File: src/rtl/bypass_mult_pkg.sv
package bypass_mult_pkg;

  // Which operand's bits enable the adder stages.
  typedef enum logic {
    BYP_ROW = 1'b0,
    BYP_COL = 1'b1
  } byp_mode_e;

  function automatic logic maj3(input logic x, input logic y, input logic z);
    return (x & y) | (x & z) | (y & z);
  endfunction

endpackage

File: src/rtl/bypass_csa_row.sv
module bypass_csa_row
  import bypass_mult_pkg::*;
#(
  parameter int M   = 8,
  parameter int ROW = 0,
  localparam int W  = 2 * M
) (
  input  logic         en,
  input  logic [M-1:0] shift_op,
  input  logic [W-1:0] sum_in,
  input  logic [W-1:0] carry_in,
  output logic [W-1:0] sum_out,
  output logic [W-1:0] carry_out
);

  logic [W-1:0] pp_word;
  logic [W-1:0] g_sum, g_carry, g_pp;
  logic [W-1:0] fa_sum;
  logic [W-1:0] fa_carry;

  assign pp_word = W'(shift_op) << ROW;

  // Input gating: a disabled stage presents all-zero operands to its adders.
  assign g_sum   = sum_in   & {W{en}};
  assign g_carry = carry_in & {W{en}};
  assign g_pp    = pp_word  & {W{en}};

  assign fa_carry[0] = 1'b0;

  for (genvar k = 0; k < W; k++) begin : g_fa
    assign fa_sum[k] = g_sum[k] ^ g_carry[k] ^ g_pp[k];
    if (k < W - 1) begin : g_cy
      assign fa_carry[k+1] = maj3(g_sum[k], g_carry[k], g_pp[k]);
    end
  end

  // Bypass multiplexers: a disabled stage forwards the words from above.
  assign sum_out   = en ? fa_sum   : sum_in;
  assign carry_out = en ? fa_carry : carry_in;

endmodule

File: src/rtl/ripple_cpa.sv
module ripple_cpa
  import bypass_mult_pkg::*;
#(
  parameter int W = 16
) (
  input  logic [W-1:0] x,
  input  logic [W-1:0] y,
  output logic [W-1:0] s
);

  logic [W-1:0] c;

  assign c[0] = 1'b0;

  for (genvar k = 0; k < W; k++) begin : g_bit
    assign s[k] = x[k] ^ y[k] ^ c[k];
    if (k < W - 1) begin : g_cy
      assign c[k+1] = maj3(x[k], y[k], c[k]);
    end
  end

endmodule

File: src/rtl/bypass_array_mult.sv
module bypass_array_mult
  import bypass_mult_pkg::*;
#(
  parameter int        M    = 8,
  parameter byp_mode_e MODE = BYP_ROW,
  localparam int       W    = 2 * M
) (
  input  logic         clk,
  input  logic         rst_n,
  input  logic         in_valid,
  output logic         in_ready,
  input  logic [M-1:0] op_a,
  input  logic [M-1:0] op_b,
  output logic         out_valid,
  input  logic         out_ready,
  output logic [W-1:0] out_product
);

  logic [M-1:0]       row_en;
  logic [M-1:0]       shift_op;
  logic [M:0][W-1:0]  sum_chain;
  logic [M:0][W-1:0]  carry_chain;
  logic [W-1:0]       product_d;
  logic               load;

  // Parameter picks which operand enables the stages.
  if (MODE == BYP_ROW) begin : g_row_mode
    assign row_en   = op_b;
    assign shift_op = op_a;
  end else begin : g_col_mode
    assign row_en   = op_a;
    assign shift_op = op_b;
  end

  assign sum_chain[0]   = '0;
  assign carry_chain[0] = '0;

  for (genvar j = 0; j < M; j++) begin : g_stage
    bypass_csa_row #(
      .M   (M),
      .ROW (j)
    ) u_row (
      .en        (row_en[j]),
      .shift_op  (shift_op),
      .sum_in    (sum_chain[j]),
      .carry_in  (carry_chain[j]),
      .sum_out   (sum_chain[j+1]),
      .carry_out (carry_chain[j+1])
    );
  end

  ripple_cpa #(
    .W (W)
  ) u_cpa (
    .x (sum_chain[M]),
    .y (carry_chain[M]),
    .s (product_d)
  );

  assign in_ready = !out_valid || out_ready;
  assign load     = in_valid && in_ready;

  always_ff @(posedge clk) begin
    if (!rst_n) begin
      out_valid   <= 1'b0;
      out_product <= '0;
    end else if (load) begin
      out_valid   <= 1'b1;
      out_product <= product_d;
    end else if (out_ready) begin
      out_valid   <= 1'b0;
    end
  end

endmodule

File: config.mk
export PLATFORM = sky130hd
export DESIGN_NAME = bypass_array_mult
export DESIGN_NICKNAME = d
export VERILOG_FILES = /design/src/rtl/bypass_mult_pkg.sv /design/src/rtl/bypass_csa_row.sv /design/src/rtl/ripple_cpa.sv /design/src/rtl/bypass_array_mult.sv
export SDC_FILE = /design/constraint.sdc
export NUM_CORES = 1
export LEC_CHECK = 0
export CAP_MARGIN = 20
export CELL_PAD_IN_SITES_DETAIL_PLACEMENT = 0
export CELL_PAD_IN_SITES_GLOBAL_PLACEMENT = 2
export CORE_ASPECT_RATIO = 0.5
export CORE_UTILIZATION = 30
export CTS_BUF_LIST = sky130_fd_sc_hd__clkbuf_4
export DETAILED_ROUTE_END_ITERATION = 16
export DONT_BUFFER_PORTS = 1
export GPL_TIMING_DRIVEN = 1
export PLACE_DENSITY_LB_ADDON = 0.1
export SLEW_MARGIN = 20
export SYNTH_ARGS = -nofsm -noshare
export SYNTH_HDL_FRONTEND = slang
export SYNTH_HIERARCHICAL = 1
export SYNTH_SLANG_ARGS = --single-unit
File: constraint.sdc
create_clock -name clk -period 27.3 [get_ports clk]
set_clock_uncertainty 0.2 [all_clocks]
set_input_delay 5.46 -clock clk [delete_from_list [all_inputs] [get_ports clk]]
set_output_delay 5.46 -clock clk [all_outputs]
set_load 0.1 [all_outputs]
---- Yosys cells after proc, flatten, opt, wreduce, memory -nomap -nowiden ----
Cells that the tools add are included.
word-level totals
  output and inout bits ................... 18
  word-level logic and storage cells ...... 819
  input bits .............................. 20
  register bits ........................... 17
operators by class
  muxes and demuxes ....................... 17
  bitwise operators ....................... 796
  reductions and logical operators ........ 4
operator list
  operator                                         number
  1-bit bitwise AND                                328
  16-bit 2-to-1 mux                                15
  1-bit XOR                                        239
  16-bit bitwise AND                               13
  1-bit OR                                         208
  10-bit by 16-bit bitwise AND with 16-bit output  1
  11-bit by 16-bit bitwise AND with 16-bit output  1
  12-bit by 16-bit bitwise AND with 16-bit output  1
  13-bit by 16-bit bitwise AND with 16-bit output  1
  14-bit by 16-bit bitwise AND with 16-bit output  1
  15-bit by 16-bit bitwise AND with 16-bit output  1
  8-bit by 16-bit bitwise AND with 16-bit output   1
  9-bit by 16-bit bitwise AND with 16-bit output   1
  1-bit 2-to-1 mux                                 2
  2-bit nonzero test                               1
  1-bit logical AND                                1
  1-bit zero test                                  1
  1-bit logical OR                                 1

---- Longest topological paths before layout ----
Gate-level depths: netlist of run 1.
  word-level depth ........................ 79
  depth in mapped cells ................... 44
  depth with buffers taken out ............ 42

---- Hierarchy ----
The synthesis of run 1 kept the hierarchy.
by module, submodules not included
  module             area each (um2)  cells each  instances
  bypass_csa_row     1046.0           94          8
  bypass_array_mult  706.9            76          1
  ripple_cpa         316.6            16          1

---- Worst setup path after synthesis of run 1 ----
No wires, ideal clock.
  path kind ............................... input to register
  start point ............................. in op_b[0]
  end point ............................... reg out_product[15]
  setup slack ............................. 10.197 ns
  cell stages on the path ................. 42
  buffers on the path ..................... 2
  arrival ................................. 16.783 ns
  cells stage by stage .................... buf_6 buf_2 and2_1 fa_1 mux2_4 and2_1 fa_1 mux2_4 and2_1 fa_1 mux2_4 and2_1 ha_1 mux2_4 and2_1 ha_1 mux2_4 and2_1 [6 not listed] ha_1 mux2_4 fa_1 fa_1 fa_1 fa_1 fa_1 fa_1 fa_1 fa_1 fa_1 fa_1 fa_1 fa_1 fa_1 xor3_1 nand2_1 mux2i_1
RTL lines
  element                 line                     source
  start: declaration      bypass_array_mult.sv:13  input logic [M-1:0] op_b,
  end signal: assignment  bypass_array_mult.sv:69  out_product <= product_d;
  end: declaration        bypass_array_mult.sv:16  output logic [W-1:0] out_product

==> summary.md, run 1 <==
- **first-pass GRT wire length** 27100 um
- **Storage cell area** 340 sq um
- **Peak VDD IR** 0.0000145 V
- **Detailed Route WL** 16200 um
- **buffer depth of the longest clock path** 2
- **worst-margin pin slew** 1.01 ns
- **Syn Inst Count** 844
- **Fmax** 59.0 MHz
- **drt wl/cell** 12.8 um
- **count of synthesis-stage warnings from yosys** 6
- **area used by multi-input combinational logic** 0.00850 sq mm
- **flop-to-flop setup slack** 25.05 ns
- **DRT antenna net count** 0
- **final cycle utilization of the critical path** 62.1%
- **starting density of the core** 30.7%
- **biggest area contributors in the synthesized netlist** sky130_fd_sc_hd__mux2_4, sky130_fd_sc_hd__and2_1, sky130_fd_sc_hd__fa_1
- **worst endpoint data arrival time** 16.92 ns
- **via count** 5114
- **Clock transition at path regs** 0.10 ns
- **Worst Path Max Fanout** 70
- **antenna violations before repair** 0
- **DRC** 0
- **final setup violating endpoints** 0
- **final max-slew violation count** 0
- **H-tree depth** 1
- **Final Wtd Congestion** 0.664
- **worst path buffer plus inverter count** 0
- **net total in the final layout** 996
- **final setup margin** 10.36 ns
- **most prevalent standard cell on the critical path** sky130_fd_sc_hd__fa_1
- **slowest library cell on the worst path** sky130_fd_sc_hd__fa_1
- **ports placed on the boundary** 38
- **type of the worst min-delay path** flop to flop
- **result of the run** completed
- **# fillers** 3145
- **Tot GR Track Use** 10.3%
- **cell area power density** 23.6 mW/mm^2
- **count of state elements after synthesis** 17
- **First DRT Iteration DRCs** 164
- **final core area utilization** 30.8%
- **startpoint type of the worst setup path** primary input
- **number of global-route vias before repair** 5201
- **total negative slack** 0 ns
- **final count of hold timing violations** 0
- **die width** 252 um
- **Setup Buffers After CTS** 0
- **Crit. End Element** flop
- **sequential fraction of the synthesis area** 3.62%
- **TritonCTS clock tree** yes
- **Cell variety after synth** 19
- **total CTS buffers** 3
- **Crit path required time** 27.28 ns
- **Post-DP HPWL** 13600 um
- **Gates resized, CTS repair** 0
- **setup repair after global routing missed its margin** false
- **P&R area growth vs syn** 0.186%
- **highest cell delay on the worst timing path** 0.42 ns
- **worst slack after detailed placement** 10.04 ns
- **cell class contributing the biggest share of worst-path delay** adder cells
- **Mean Syn Cell Area** 11.1 sq um
- **mapped cell area** 0.00939 sq mm
- **area of the core** 0.0306 sq mm
- **count of buffers inserted at the top-level ports** 0
- **number of buffers inserted for hold repair after clock tree synthesis** 0
- **largest net degree at the start of global routing** 71
- **final standard cell count with taps included and fillers excluded** 1265
- **mean number of vias per cell** 4.04
- **# clock sinks** 17
- **clk root buf** sky130_fd_sc_hd__clkbuf_4
- **std cell rows** 45
- **top-area cell type share of the netlist area** 38.4%
- **static leakage** 4.78 nW
- **headroom to the max-slew limit** 32.3%
- **remaining global-route overflow** 0
- **Pre-antenna DRT Iters** 4
- **share of final-layout standard cells stronger than drive strength 1** 29.3%
- **vertical extent of the die** 127 um
- **minimum clock period** 16.94 ns
- **Cells after DPL** 1259
- **max-cap viol count** 0
- **area of the die** 0.0321 sq mm
- **Worst-Skew Late Latency** 0.29 ns
- **Setup CP Type** primary input to flop
- **cell type with the largest total area after synthesis** sky130_fd_sc_hd__mux2_4
[cell usage in the layout (no fill, tap or decap), drive strengths merged, types with 8 or more instances in the layout]
master | Yosys | routed
nor2b | 8 | 8
dfxtp | 17 | 17
ha | 57 | 57
fa | 78 | 78
mux2i | 16 | 16
mux2 | 240 | 240
nand2 | 40 | 40
conb | 1 | 63
and2 | 305 | 305
xnor2 | 8 | 8
[power breakdown]
group / switching (mW) / internal (mW)
combinational: 0.0579 / 0.0990
clock: 0.00799 / 0.00667
sequential: 0.0228 / 0.0276
[routing by layer]
| metal | share of wire (%) | GRT usage [%] | vias to the layer above | routed length, um |
|---|---|---|---|---|
| met5 | 0 | 0 | - | 0 |
| met1 | 62 | 17.0 | 2368 | 10100 |
| met3 | 1.6 | 0.407 | 2 | 266 |
| met2 | 36 | 14.7 | 26 | 5790 |
| met4 | 0.25 | 1.07 | 0 | 41 |
| li1 | - | - | 2718 | - |
[kinds of logic (layout without fill, tap and decap cells)]
group,Yosys count,in the layout,synth area share [%]
compound gates,1,1,0.0800
mux,256,256,40.1
xor+xnor,9,9,0.999
other cells,1,65,0.0399
flops,17,17,3.62
fa+ha+maj,135,135,24.2
simple gates,354,354,22.6
buf+inv,71,5,8.34
[flip-flops by register name (all words and copies together) (netlist names)]
signal,flops
out_valid,1
out_product,16
[synthesized netlist by cell type]
master,instances
sky130_fd_sc_hd__dfxtp_1,17
sky130_fd_sc_hd__nand2b_4,1
sky130_fd_sc_hd__inv_1,1
sky130_fd_sc_hd__buf_12,25
sky130_fd_sc_hd__mux2i_1,16
sky130_fd_sc_hd__conb_1,1
sky130_fd_sc_hd__buf_6,9
sky130_fd_sc_hd__xnor2_1,8
sky130_fd_sc_hd__and2_1,304
sky130_fd_sc_hd__nor2b_1,8
sky130_fd_sc_hd__mux2_4,240
sky130_fd_sc_hd__a21boi_0,1
sky130_fd_sc_hd__and2_4,1
sky130_fd_sc_hd__clkbuf_1,2
sky130_fd_sc_hd__xor3_1,1
sky130_fd_sc_hd__fa_1,78
sky130_fd_sc_hd__ha_1,57
sky130_fd_sc_hd__nand2_1,40
sky130_fd_sc_hd__buf_2,34
[final cells by class]
cell class                 count  share of cell area (%)
antenna                        2                  0.0532
multi-input combinational    818                    90.3
tap                          423                    5.63
clock buffer                   4                   0.319
sequential                    17                    3.62
inverter                       1                  0.0399
[stage by stage]
stage	cell area (sq um)	total power, mW	hold WS (ns)
floorplan	9620	0.207	0.681
global placement	9370	0.204	0.701
detailed placement	9370	0.207	0.698
CTS	9400	0.223	0.721
global route	9400	0.246	0.737
finish	9410	0.222	0.711
[path summary, 6_finish.rpt]
path | start | to | cells after the start
min reg2reg | out_product[4]$_SDFFE_PN0P_ | out_product[4]$_SDFFE_PN0P_ | 2
min | out_product[4]$_SDFFE_PN0P_ | out_product[4]$_SDFFE_PN0P_ | 2
max reg2reg | out_valid$_SDFFE_PN0P_ | out_product[6]$_SDFFE_PN0P_ | 3
max | op_b[0] | out_product[15]$_SDFFE_PN0P_ | 40
[worst register-to-register path, stage by stage, from the launching register on]
cell                       delay (ns)
sky130_fd_sc_hd__dfxtp_1         1.01
sky130_fd_sc_hd__nand2b_4        0.38
sky130_fd_sc_hd__and2_4          0.39
sky130_fd_sc_hd__mux2i_1         0.16
Power figures use the tool's default switching activity.
==> run 2, diff against run 1 <==
- clock period: 27.3 -> 17.8 ns (I/O delays scaled with it)
==> summary.md, run 2 (synthesized netlist as in run 1, its figures left out) <==
- **result of the run** completed
- **worst-margin pin slew** 1.01 ns
- **Setup Buffers After CTS** 0
- **share of final-layout standard cells stronger than drive strength 1** 29.3%
- **Gates resized, CTS repair** 0
- **final core area utilization** 30.8%
- **number of cell instances on the worst register-to-register path** 3
- **DRT antenna net count** 0
- **Final Wtd Congestion** 0.664
- **Worst Hold Launch** out_product[4]$_SDFFE_PN0P_
- **# clock sinks** 17
- **headroom to the max-slew limit** 32.3%
- **area of the die** 0.0321 sq mm
- **cell area power density** 36.3 mW/mm^2
- **total negative slack** 0 ns
- **Cells after DPL** 1259
- **final cycle utilization of the critical path** 84.6%
- **Clock transition at path regs** 0.10 ns
- **number of buffers inserted for hold repair after clock tree synthesis** 0
- **count of buffers inserted at the top-level ports** 0
- **TritonCTS clock tree** yes
- **capture endpoint of the worst hold path** out_product[4]$_SDFFE_PN0P_
- **die width** 252 um
- **Setup CP Type** primary input to flop
- **final setup margin** 2.74 ns
- **area of the core** 0.0306 sq mm
- **Tot GR Track Use** 10.2%
- **startpoint type of the worst setup path** primary input
- **worst slack after detailed placement** 2.44 ns
- **number of global-route vias before repair** 5176
- **flop-to-flop setup slack** 15.56 ns
- **Fmax** 66.4 MHz
- **most frequent cells in the layout** sky130_fd_sc_hd__and2_1, sky130_fd_sc_hd__mux2_4, sky130_fd_sc_hd__fa_1
- **Worst Path Max Fanout** 70
- **reg2reg start** out_valid$_SDFFE_PN0P_
- **register with the highest flop count** out_product
- **clk root buf** sky130_fd_sc_hd__clkbuf_4
- **area post-placement** 0.00937 sq mm
- **most prevalent standard cell on the critical path** sky130_fd_sc_hd__fa_1
- **minimum clock period** 15.06 ns
- **most common cell after layout, fill and taps aside** sky130_fd_sc_hd__and2_1
- **max reg flops** 16
- **Peak VDD IR** 0.0000195 V
- **Pre-antenna DRT Iters** 4
- **std cell rows** 45
- **vertical extent of the die** 127 um
- **number of cells traversed by the worst hold path** 2
- **starting density of the core** 30.7%
- **final total power** 341 uW
- **Storage cell area** 340 sq um
- **P&R area growth vs syn** 0.240%
- **final setup violating endpoints** 0
- **Detailed Route WL** 16100 um
- **ports placed on the boundary** 38
- **static leakage** 4.78 nW
- **slowest library cell on the worst path** sky130_fd_sc_hd__fa_1
- **First DRT Iteration DRCs** 184
- **worst slack on hold paths** 0.713 ns
- **Worst-Skew Late Latency** 0.29 ns
- **max-cap viol count** 0
- **buffer depth of the longest clock path** 2
- **drt wl/cell** 12.7 um
- **# fillers** 3165
- **H-tree depth** 1
- **final standard cell count with taps included and fillers excluded** 1267
- **Post-DP HPWL** 13500 um
- **largest net degree at the start of global routing** 71
- **net total in the final layout** 996
- **final max-slew violation count** 0
- **worst endpoint data arrival time** 15.04 ns
- **DRC** 0
- **remaining global-route overflow** 0
- **highest cell delay on the worst timing path** 0.42 ns
- **area used by multi-input combinational logic** 0.00850 sq mm
- **worst r2r dst** out_product[1]$_SDFFE_PN0P_
- **Crit path required time** 17.79 ns
- **setup repair after global routing missed its margin** false
- **Crit. End Element** flop
- **largest registers** out_product (16), out_valid (1)
- **type of the worst min-delay path** flop to flop
- **mean number of vias per cell** 4.04
- **worst setup path startpoint** op_b[0]
- **first-pass GRT wire length** 26900 um
- **final count of hold timing violations** 0
- **Final Cell Area** 0.00941 sq mm
- **via count** 5123
- **antenna violations before repair** 0
- **total CTS buffers** 3
run 2: changes by cell type in the layout (fill, tap and decap cells not counted):
cell,before,now
sky130_fd_sc_hd__diode_2,2,4
run 2: where the power goes:
| part | total [mW] | leakage [nW] | internal (mW) | switching [mW] |
|---|---|---|---|---|
| combinational | 0.241 | 4.62 | 0.152 | 0.0889 |
| clock | 0.0231 | 0.0184 | 0.0102 | 0.0129 |
| sequential | 0.0774 | 0.139 | 0.0424 | 0.0350 |
| total | 0.341 | 4.78 | 0.204 | 0.137 |
run 2: layout make-up:
class | instances | area share, %
multi-input combinational | 818 | 90.3
tap | 423 | 5.62
sequential | 17 | 3.62
clock buffer | 4 | 0.319
antenna | 4 | 0.106
inverter | 1 | 0.0399
run 2: critical path: cells and delay by family:
| kind | cells | cell delay, ns |
|---|---|---|
| AND/OR/NAND/NOR | 9 | 1.36 |
| multiplexers | 9 | 2.19 |
| XOR/XNOR | 1 | 0.19 |
| adder cells (fa/ha/maj) | 21 | 7.69 |
run 2: metal layers:
metal,track usage [%],wire length (um)
met5,0,0
met2,14.5,5670
met3,0.346,221
met1,17.0,10100
met4,0.963,49
run 2: how the worst max path moves through the flow:
stage	cells after the start	to	slack, ns
after floorplan	42	out_product[15]$_SDFFE_PN0P_	2.60
after global placement	40	out_product[15]$_SDFFE_PN0P_	2.51
after detailed placement	40	out_product[15]$_SDFFE_PN0P_	2.44
after CTS	40	out_product[15]$_SDFFE_PN0P_	2.76
after global routing	40	out_product[15]$_SDFFE_PN0P_	2.41
final	40	out_product[15]$_SDFFE_PN0P_	2.74
==> run 3, diff against run 2 <==
- clock period: 17.8 -> 14 ns (I/O delays scaled with it)
==> summary.md, run 3 (synthesized netlist as in run 1, its figures left out) <==
- **result of the run** completed
- **worst slack on hold paths** 0.713 ns
- **TritonCTS clock tree** yes
- **antenna violations before repair** 1
- **Fmax** 73.0 MHz
- **worst r2r dst** out_product[5]$_SDFFE_PN0P_
- **ports placed on the boundary** 38
- **Worst Path Max Fanout** 70
- **Pre-antenna DRT Iters** 4
- **via count** 5112
- **Crit path required time** 13.98 ns
- **die width** 252 um
- **total CTS buffers** 3
- **area of the die** 0.0321 sq mm
- **flop-to-flop setup slack** 11.75 ns
- **Final Cell Area** 0.00945 sq mm
- **Peak VDD IR** 0.0000302 V
- **number of cell instances on the worst register-to-register path** 3
- **clk root buf** sky130_fd_sc_hd__clkbuf_4
- **final count of hold timing violations** 0
- **net total in the final layout** 997
- **# fillers** 3186
- **setup repair after global routing missed its margin** false
- **largest net degree at the start of global routing** 71
- **max-cap viol count** 0
- **P&R area growth vs syn** 0.586%
- **final setup violating endpoints** 0
- **Tot GR Track Use** 10.2%
- **number of cells traversed by the worst hold path** 2
- **Final Wtd Congestion** 0.658
- **DRC** 0
- **area post-placement** 0.00941 sq mm
- **number of global-route vias before repair** 5266
- **cell class contributing the biggest share of worst-path delay** adder cells
- **most frequent cells in the layout** sky130_fd_sc_hd__and2_1, sky130_fd_sc_hd__mux2_4, sky130_fd_sc_hd__fa_1
- **area of the core** 0.0306 sq mm
- **final setup margin** 0.293 ns
- **Detailed Route WL** 15900 um
- **worst endpoint data arrival time** 13.69 ns
- **std cell rows** 45
- **slowest library cell on the worst path** sky130_fd_sc_hd__fa_1
- **first-pass GRT wire length** 27200 um
- **most prevalent standard cell on the critical path** sky130_fd_sc_hd__fa_2
- **Worst-Skew Late Latency** 0.29 ns
- **minimum clock period** 13.71 ns
- **Clock transition at path regs** 0.10 ns
- **largest registers** out_product (16), out_valid (1)
- **most common cell after layout, fill and taps aside** sky130_fd_sc_hd__and2_1
- **Post-DP HPWL** 13400 um
- **First DRT Iteration DRCs** 147
- **worst path buffer plus inverter count** 0
- **capture endpoint of the worst hold path** out_product[1]$_SDFFE_PN0P_
- **reg2reg start** out_valid$_SDFFE_PN0P_
- **buffer depth of the longest clock path** 2
- **number of buffers inserted for hold repair after clock tree synthesis** 0
- **area used by multi-input combinational logic** 0.00853 sq mm
- **drt wl/cell** 12.6 um
- **final cycle utilization of the critical path** 97.9%
- **vertical extent of the die** 127 um
- **type of the worst min-delay path** flop to flop
- **Worst Hold Launch** out_product[1]$_SDFFE_PN0P_
- **final max-slew violation count** 0
- **max reg flops** 16
- **Setup CP Type** primary input to flop
- **mean number of vias per cell** 4.04
- **static leakage** 4.76 nW
- **starting density of the core** 30.7%
- **H-tree depth** 1
- **remaining global-route overflow** 0
- **startpoint type of the worst setup path** primary input
- **cell area power density** 46.0 mW/mm^2
- **DRT antenna net count** 0
- **Storage cell area** 340 sq um
- **Crit. End Element** flop
- **# clock sinks** 17
- **register with the highest flop count** out_product
- **headroom to the max-slew limit** 31.9%
- **share of final-layout standard cells stronger than drive strength 1** 30.9%
- **worst slack after detailed placement** -0.0818 ns
- **worst-margin pin slew** 1.02 ns
- **count of buffers inserted at the top-level ports** 0
- **highest cell delay on the worst timing path** 0.43 ns
-- run 3: timing repair --
| item | in CTS | in global routing |
|---|---|---|
| setup endpoints to repair | 0 | 1 |
| setup buffers | 0 | 0 |
| gates resized for setup | 0 | 1 |
-- run 3: power by group --
group          total (mW)  switching [mW]  internal [mW]
clock              0.0289          0.0159         0.0130
combinational       0.308           0.113          0.195
sequential         0.0985          0.0447         0.0539
total               0.435           0.174          0.261
-- run 3: how the worst max path moves through the flow --
stage | from | to | slack [ns] | cells after the start
after floorplan | op_b[0] | out_product[15]$_SDFFE_PN0P_ | 0.05 | 42
after global placement | op_a[2] | out_product[15]$_SDFFE_PN0P_ | 0.02 | 40
after detailed placement | op_a[2] | out_product[15]$_SDFFE_PN0P_ | -0.08 | 40
after CTS | op_a[2] | out_product[15]$_SDFFE_PN0P_ | 0.25 | 40
after global routing | op_a[1] | out_product[15]$_SDFFE_PN0P_ | 0.03 | 40
final | op_b[0] | out_product[15]$_SDFFE_PN0P_ | 0.29 | 40
-- run 3: tightest hold or removal path: stages, from the launching register on --
cell	delay [ns]
sky130_fd_sc_hd__dfxtp_1	0.66
sky130_fd_sc_hd__nand2_1	0.16
sky130_fd_sc_hd__mux2i_1	0.05
-- run 3: cell type report --
class / count / share of cell area, %
antenna: 1 / 0.0265
clock buffer: 4 / 0.318
inverter: 1 / 0.0397
multi-input combinational: 818 / 90.3
sequential: 17 / 3.60
tap: 423 / 5.60
timing repair buffer: 1 / 0.0795
-- run 3: routing by layer --
layer,GRT usage [%],vias to the layer above,part of all wire (%)
li1,-,2714,-
met3,0.489,2,1.4
met1,16.7,2373,62
met4,1.28,0,0.37
met2,14.8,23,36
met5,0,-,0
-- run 3: per-stage QoR --
| step | util [%] | setup TNS, ns | power (mW) | cells |
|---|---|---|---|---|
| 2_1_floorplan | - | 0 | 0.406 | 906 |
| 3_3_place_gp | 30.8 | 0 | 0.400 | 1260 |
| 3_5_place_dp | 30.8 | -0.0818 | 0.405 | 1260 |
| 4_1_cts | 30.9 | 0 | 0.436 | 1264 |
| 5_1_grt | 30.9 | 0 | 0.480 | 1265 |
| 6_report | 30.9 | 0 | 0.435 | 1265 |
